[config.mk]
export PLATFORM = sky130hd
export DESIGN_NAME = hex_timer_unit
export DESIGN_NICKNAME = d
export VERILOG_FILES = /design/src/rtl/hex_timer_unit.sv
export SDC_FILE = /design/constraint.sdc
export NUM_CORES = 1
export LEC_CHECK = 0
export BUFFER_PORTS_ARGS = -buffer_cell sky130_fd_sc_hd__clkbuf_2
export CAP_MARGIN = 20
export CORE_MARGIN = 2
export CORE_UTILIZATION = 51
export DETAILED_ROUTE_END_ITERATION = 6
export GPL_ROUTABILITY_DRIVEN = 0
export HOLD_SLACK_MARGIN = 0.1
export PLACE_DENSITY = 0.8
export RECOVER_POWER = 25
export REMOVE_ABC_BUFFERS = 1
export SLEW_MARGIN = 20
export SYNTH_ARGS = -nofsm -noshare
export SYNTH_HDL_FRONTEND = slang
export SYNTH_SLANG_ARGS = --single-unit
[constraint.sdc]
create_clock -name clk -period 3.8 [get_ports clk]
set_clock_uncertainty 0.15 [all_clocks]
set_input_delay 0 -clock clk [delete_from_list [all_inputs] [get_ports clk]]
set_output_delay 0 -clock clk [all_outputs]
set_load 0.01 [all_outputs]
[src/rtl/hex_timer_unit.sv]
module hex_timer_unit #(
  parameter int CNT_W = 16,
  parameter logic [7:0] ID_CODE = 8'h59
) (
  input  logic        clk,
  input  logic        rst_n,
  input  logic        bus_we,
  input  logic [7:0]  bus_addr,
  input  logic [31:0] bus_wdata,
  output logic [31:0] bus_rdata,
  output logic [5:0]  irq_o
);
  localparam int NT = 6;
  localparam logic [7:0] A_CLC  = 8'h00;
  localparam logic [7:0] A_ID   = 8'h08;
  localparam logic [7:0] A_IEN  = 8'hF4;
  localparam logic [7:0] A_ICTL = 8'hF8;
  localparam logic [7:0] A_ICAP = 8'hFC;

  function automatic logic [7:0] slot(input int t, input int r);
    return 8'(16 + (t / 2) * 32 + (t % 2) * 4 + r * 8);
  endfunction

  logic clc_dis, clc_wake, clc_run, active, gw;
  logic [NT-1:0] ien, ictl, pend, running, tick, expire;
  logic [3:0] con [NT];
  logic [CNT_W-1:0] rld [NT];
  logic [CNT_W-1:0] cnt [NT];
  logic [NT*CNT_W-1:0] cnt_flat;

  assign active = clc_wake & ~clc_dis;
  assign gw     = bus_we & active;
  assign irq_o  = pend & ien;

  always_comb begin
    for (int i = 0; i < NT; i++) begin
      tick[i]   = active & running[i] & con[i][3] & con[i][0];
      expire[i] = tick[i] && (cnt[i] <= CNT_W'(1));
      cnt_flat[i*CNT_W +: CNT_W] = cnt[i];
    end
  end

  always_ff @(posedge clk) begin
    if (!rst_n) begin
      clc_dis  <= 1'b0;
      clc_wake <= 1'b0;
      clc_run  <= 1'b0;
      ien      <= '0;
      ictl     <= '0;
      pend     <= '0;
      running  <= '0;
      for (int i = 0; i < NT; i++) begin
        con[i] <= '0;
        rld[i] <= '0;
        cnt[i] <= '0;
      end
    end else begin
      if (bus_we && bus_addr == A_CLC)
        {clc_run, clc_wake, clc_dis} <= {bus_wdata[8], bus_wdata[4], bus_wdata[0]};
      if (gw && bus_addr == A_IEN)  ien  <= bus_wdata[NT-1:0];
      if (gw && bus_addr == A_ICTL) ictl <= bus_wdata[NT-1:0];
      pend <= (pend & ~((gw && bus_addr == A_ICAP) ? bus_wdata[NT-1:0] : '0)) | expire;
      for (int i = 0; i < NT; i++) begin
        if (gw && bus_addr == slot(i, 0))
          con[i] <= {bus_wdata[10], bus_wdata[8], bus_wdata[7], bus_wdata[2]};
        if (gw && bus_addr == slot(i, 1))
          running[i] <= bus_wdata[0];
        if (gw && bus_addr == slot(i, 2))
          rld[i] <= bus_wdata[CNT_W-1:0];
        if (gw && bus_addr == slot(i, 3))
          cnt[i] <= bus_wdata[CNT_W-1:0];
        else if (gw && bus_addr == slot(i, 1) && bus_wdata[2])
          cnt[i] <= rld[i];
        else if (expire[i])
          cnt[i] <= rld[i];
        else if (tick[i])
          cnt[i] <= cnt[i] - CNT_W'(1);
      end
    end
  end

  always_comb begin
    bus_rdata = '0;
    case (bus_addr)
      A_CLC:   bus_rdata = 32'({clc_run, 3'b0, clc_wake, 3'b0, clc_dis});
      A_ID:    bus_rdata = {16'b0, ID_CODE, 8'b0};
      A_IEN:   bus_rdata = 32'(ien);
      A_ICTL:  bus_rdata = 32'(ictl);
      A_ICAP:  bus_rdata = 32'(pend);
      default: bus_rdata = '0;
    endcase
    for (int i = 0; i < NT; i++) begin
      if (bus_addr == slot(i, 0))
        bus_rdata = 32'({con[i][3], 1'b0, con[i][2], con[i][1], 4'b0, con[i][0], 2'b0});
      if (bus_addr == slot(i, 1)) bus_rdata = 32'(running[i]);
      if (bus_addr == slot(i, 2)) bus_rdata = 32'(rld[i]);
      if (bus_addr == slot(i, 3)) bus_rdata = 32'(cnt[i]);
    end
  end


  idle_count_hold_chk: assert property (@(posedge clk) disable iff (!rst_n)
    !active |=> $stable(cnt_flat));


  idle_enable_hold_chk: assert property (@(posedge clk) disable iff (!rst_n)
    !active |=> $stable(ien));

  for (genvar g = 0; g < NT; g++) begin : g_chk

    pend_only_on_tick_chk: assert property (@(posedge clk) disable iff (!rst_n)
      (!pend[g] && !tick[g]) |=> !pend[g]);


    step_down_chk: assert property (@(posedge clk) disable iff (!rst_n)
      (tick[g] && cnt[g] > CNT_W'(1) && !bus_we) |=> cnt[g] == CNT_W'($past(cnt[g]) - CNT_W'(1)));


    capture_clear_chk: assert property (@(posedge clk) disable iff (!rst_n)
      (gw && bus_addr == A_ICAP && bus_wdata[g] && !expire[g]) |=> !pend[g]);


    stop_run_chk: assert property (@(posedge clk) disable iff (!rst_n)
      (gw && bus_addr == slot(g, 1) && !bus_wdata[0]) |=> !running[g]);
  end
endmodule

==> qor.yml <==
power_and_ir_drop:
  power_uw: 6080
  power_density_nw_per_um2: 352
  p_leak_uw: 0.00598
  ir_drop_mv: 0.317
clock_network:
  cts_tree: "built"
  cts_buffer_depth: 3
  path_clk_slew_ns: 0.06
  numCtsBuffers: 27
  root_buffer: "clkbuf_16"
  clk-insertion-delay-late_ns: 0.56
  htreeDepth: 1
  clock_sinks: 243
yosys:
  yosysTopAreaCellShare: 0.411
  synth_ff_type: "edfxtp_1"
  ys_ff_latch: 243
  ys_seq_area_frac: 0.446
  yosysTopAreaCell: "edfxtp_1"
  netlist_area_um2: 15800
  syn_avg_cell_area_um2: 9.90
  async_flop_share: 0
  synth_cells: 1593
  yosys_warnings: 0
  synth_cell_types: 92
  synth_area_leaders: "edfxtp_1 (41%), mux2i_1 (6.9%), dfxtp_1 (3.4%)"
  synth_edf_count: 216
sta:
  hold_viol: 0
  rsz0062_at_grt: "false"
  finalSetupTns_ns: 0
  finalCriticalPeriod_ns: 3.79
  setup_viol: 0
  slew_headroom: 0.0395
  timing.fmax_mhz: 264
  slew_viol_final: 0
  post-route-period-util: 0.997
  tightest_slew_ns: 1.44
grt:
  met1_usage: 0.422
  grt_pass1_wl_um: 81400
  grtUsageMet3: 0.0968
  grt_pass1_vias: 13544
  antenna_found_initial: 2
  grt_start_max_net_pins: 53
  grt-ovfl-total: 0
  top_usage_layer: "met2"
  met2_usage: 0.483
  grt_use_total: 0.326
setup_path:
  crit_buf_inv: 2
  critPathMaxFanout: 21
  crit_required_ns: 3.65
  end_kind: "primary output"
  crit_arrival_ns: 3.64
  cp-start-kind: "primary input"
  critPathMaxStageDelay_ns: 1.02
  slowest_stage: "clkbuf_1"
  path_delay_family: "buffers and inverters"
  crit_type: "primary input to primary output"
  reg2reg_slack_ns: 0.43
  cp_cell_sequence: "clkbuf_1 > or3b_2 > nor2_1 > o21ai_0 > nand3_1 > o2111ai_1 > a22oi_1 > clkbuf_2"
detailed_routing:
  route.vias.total: 14281
  drc: 28
  drt_iter0_drc: 2466
  first_pass_iters: 7
  via_per_inst: 7.01
  ant_nets: 0
  post_drt_wl_per_cell_um: 26.9
  totalWireLength_um: 54900
layout:
  drive_above_1_share: 0.108
  syn_to_final_growth_pct: 9.60
  final_util: 0.566
  final_cell_mix: "edfxtp_1 (216), nor2_1 (117), nand2_1 (111)"
  layout_commonest_cell: "edfxtp_1"
  final_nets: 1676
outcome:
  violations: "design-rule violations"
  status: "finished, violations left"
floorplan:
  die_w_um: 180
  row_count: 64
  dieArea_um2: 32300
  start_util: 0.517
  ioPinCount: 81
  die_h_um: 180
  core_um2: 30500
flow_run:
  drv_cap: 0
worst_hold_path:
  hold_class: "primary input to flop"
placed_design:
  io_buffers: 48
  hpwl_um: 36900
## worst register-to-register path, delay by kind of cell (launching register included)
kind | cells | cell delay [ns]
AOI/OAI and AO/OA | 1 | 0.22
buffers and inverters | 4 | 1.17
and+or+nand+nor | 5 | 1.26
DFF | 1 | 0.41
## path summary, 6_finish.rpt
check	from	to	cells past startpoint
max reg2reg	clc_wake	cnt[3][13]	10
max	bus_addr[2]	bus_rdata[4]	8
min reg2reg	clc_run	clc_run	2
min	bus_addr[5]	running[0]	4
## flip-flops by register name, summed over array words and instances (netlist names)
name,count
clc_dis,1
pend,6
ictl,6
running,6
clc_run,1
ien,6
cnt,96
con,24
rld,96
clc_wake,1
## per-layer routing
layer | vias to the layer above | wire length [um]
li1 | 6058 | -
met5 | - | 61
met2 | 1240 | 23200
met1 | 6697 | 19800
met4 | 4 | 3840
met3 | 282 | 7990
## layout make-up
class / instances / area (um2)
clock inverters: 17 / 103
clock buffers: 32 / 694
flip-flops and latches: 243 / 7030
multi-input cells: 1199 / 8020
well taps: 396 / 495
diodes: 1 / 2.50
fillers: 2572 / 13200
inverters: 25 / 93.8
repair buffers: 125 / 851
## per-stage QoR
step                instance area [um2]  setup slack (ns)  hold WS (ns)  instances
CTS                               17300             0.437         0.116       2037
floorplan                         15100             0.196       -0.0324       1467
finish                            17300            0.0101         0.157       2038
detailed placement                16300             0.572         0.210       1965
global route                      17300            0.0939         0.167       2037
global placement                  16300             0.658         0.197       1965
## cell families (layout without fill, tap and decap cells)
group                    after synthesis  count (layout)  synth area share
other                                  1              17          0.000238
AND/OR/NAND/NOR                      568             568             0.201
multiplexers                         115             115            0.0742
XOR/XNOR                              78              78            0.0433
flip-flops                           243             243             0.446
adder cells (fa/ha/maj)               12              12           0.00952
buffers and inverters                166             199            0.0510
AO/OA/AOI/OAI                        410             410             0.175
## Yosys cell counts, types with 9 or more instances
library cell	n
ha_1	12
or3_1	11
xor2_1	32
and3_1	55
nand3_1	36
nand2b_1	15
xnor2_1	46
o21ai_1	9
and2_1	63
mux2i_1	109
buf_2	39
a211oi_1	13
nor2b_1	23
nor4_1	24
o22ai_1	64
o21ai_0	89
a21oi_1	74
buf_4	19
a22o_1	9
o211ai_1	11
nor2_1	117
a31oi_1	9
nand2_1	111
nor3_1	37
a21boi_0	13
a221oi_1	21
a22oi_1	22
edfxtp_1	216
clkbuf_1	75
dfxtp_1	27
inv_1	24
## power breakdown
part           switching (uW)  internal, uW
clock                    1100          1360
combinational             383           166
sequential               88.5          2980
total                    1570          4510
## what timing repair did
| action | 4_1_cts | 5_1_grt |
|---|---|---|
| endpoints found under the hold margin | 151 | 0 |
| hold buffers | 23 | 0 |
| gates resized for setup | 0 | 0 |
| setup buffers | 0 | 0 |
No activity file was read; power rests on OpenSTA's default activity.
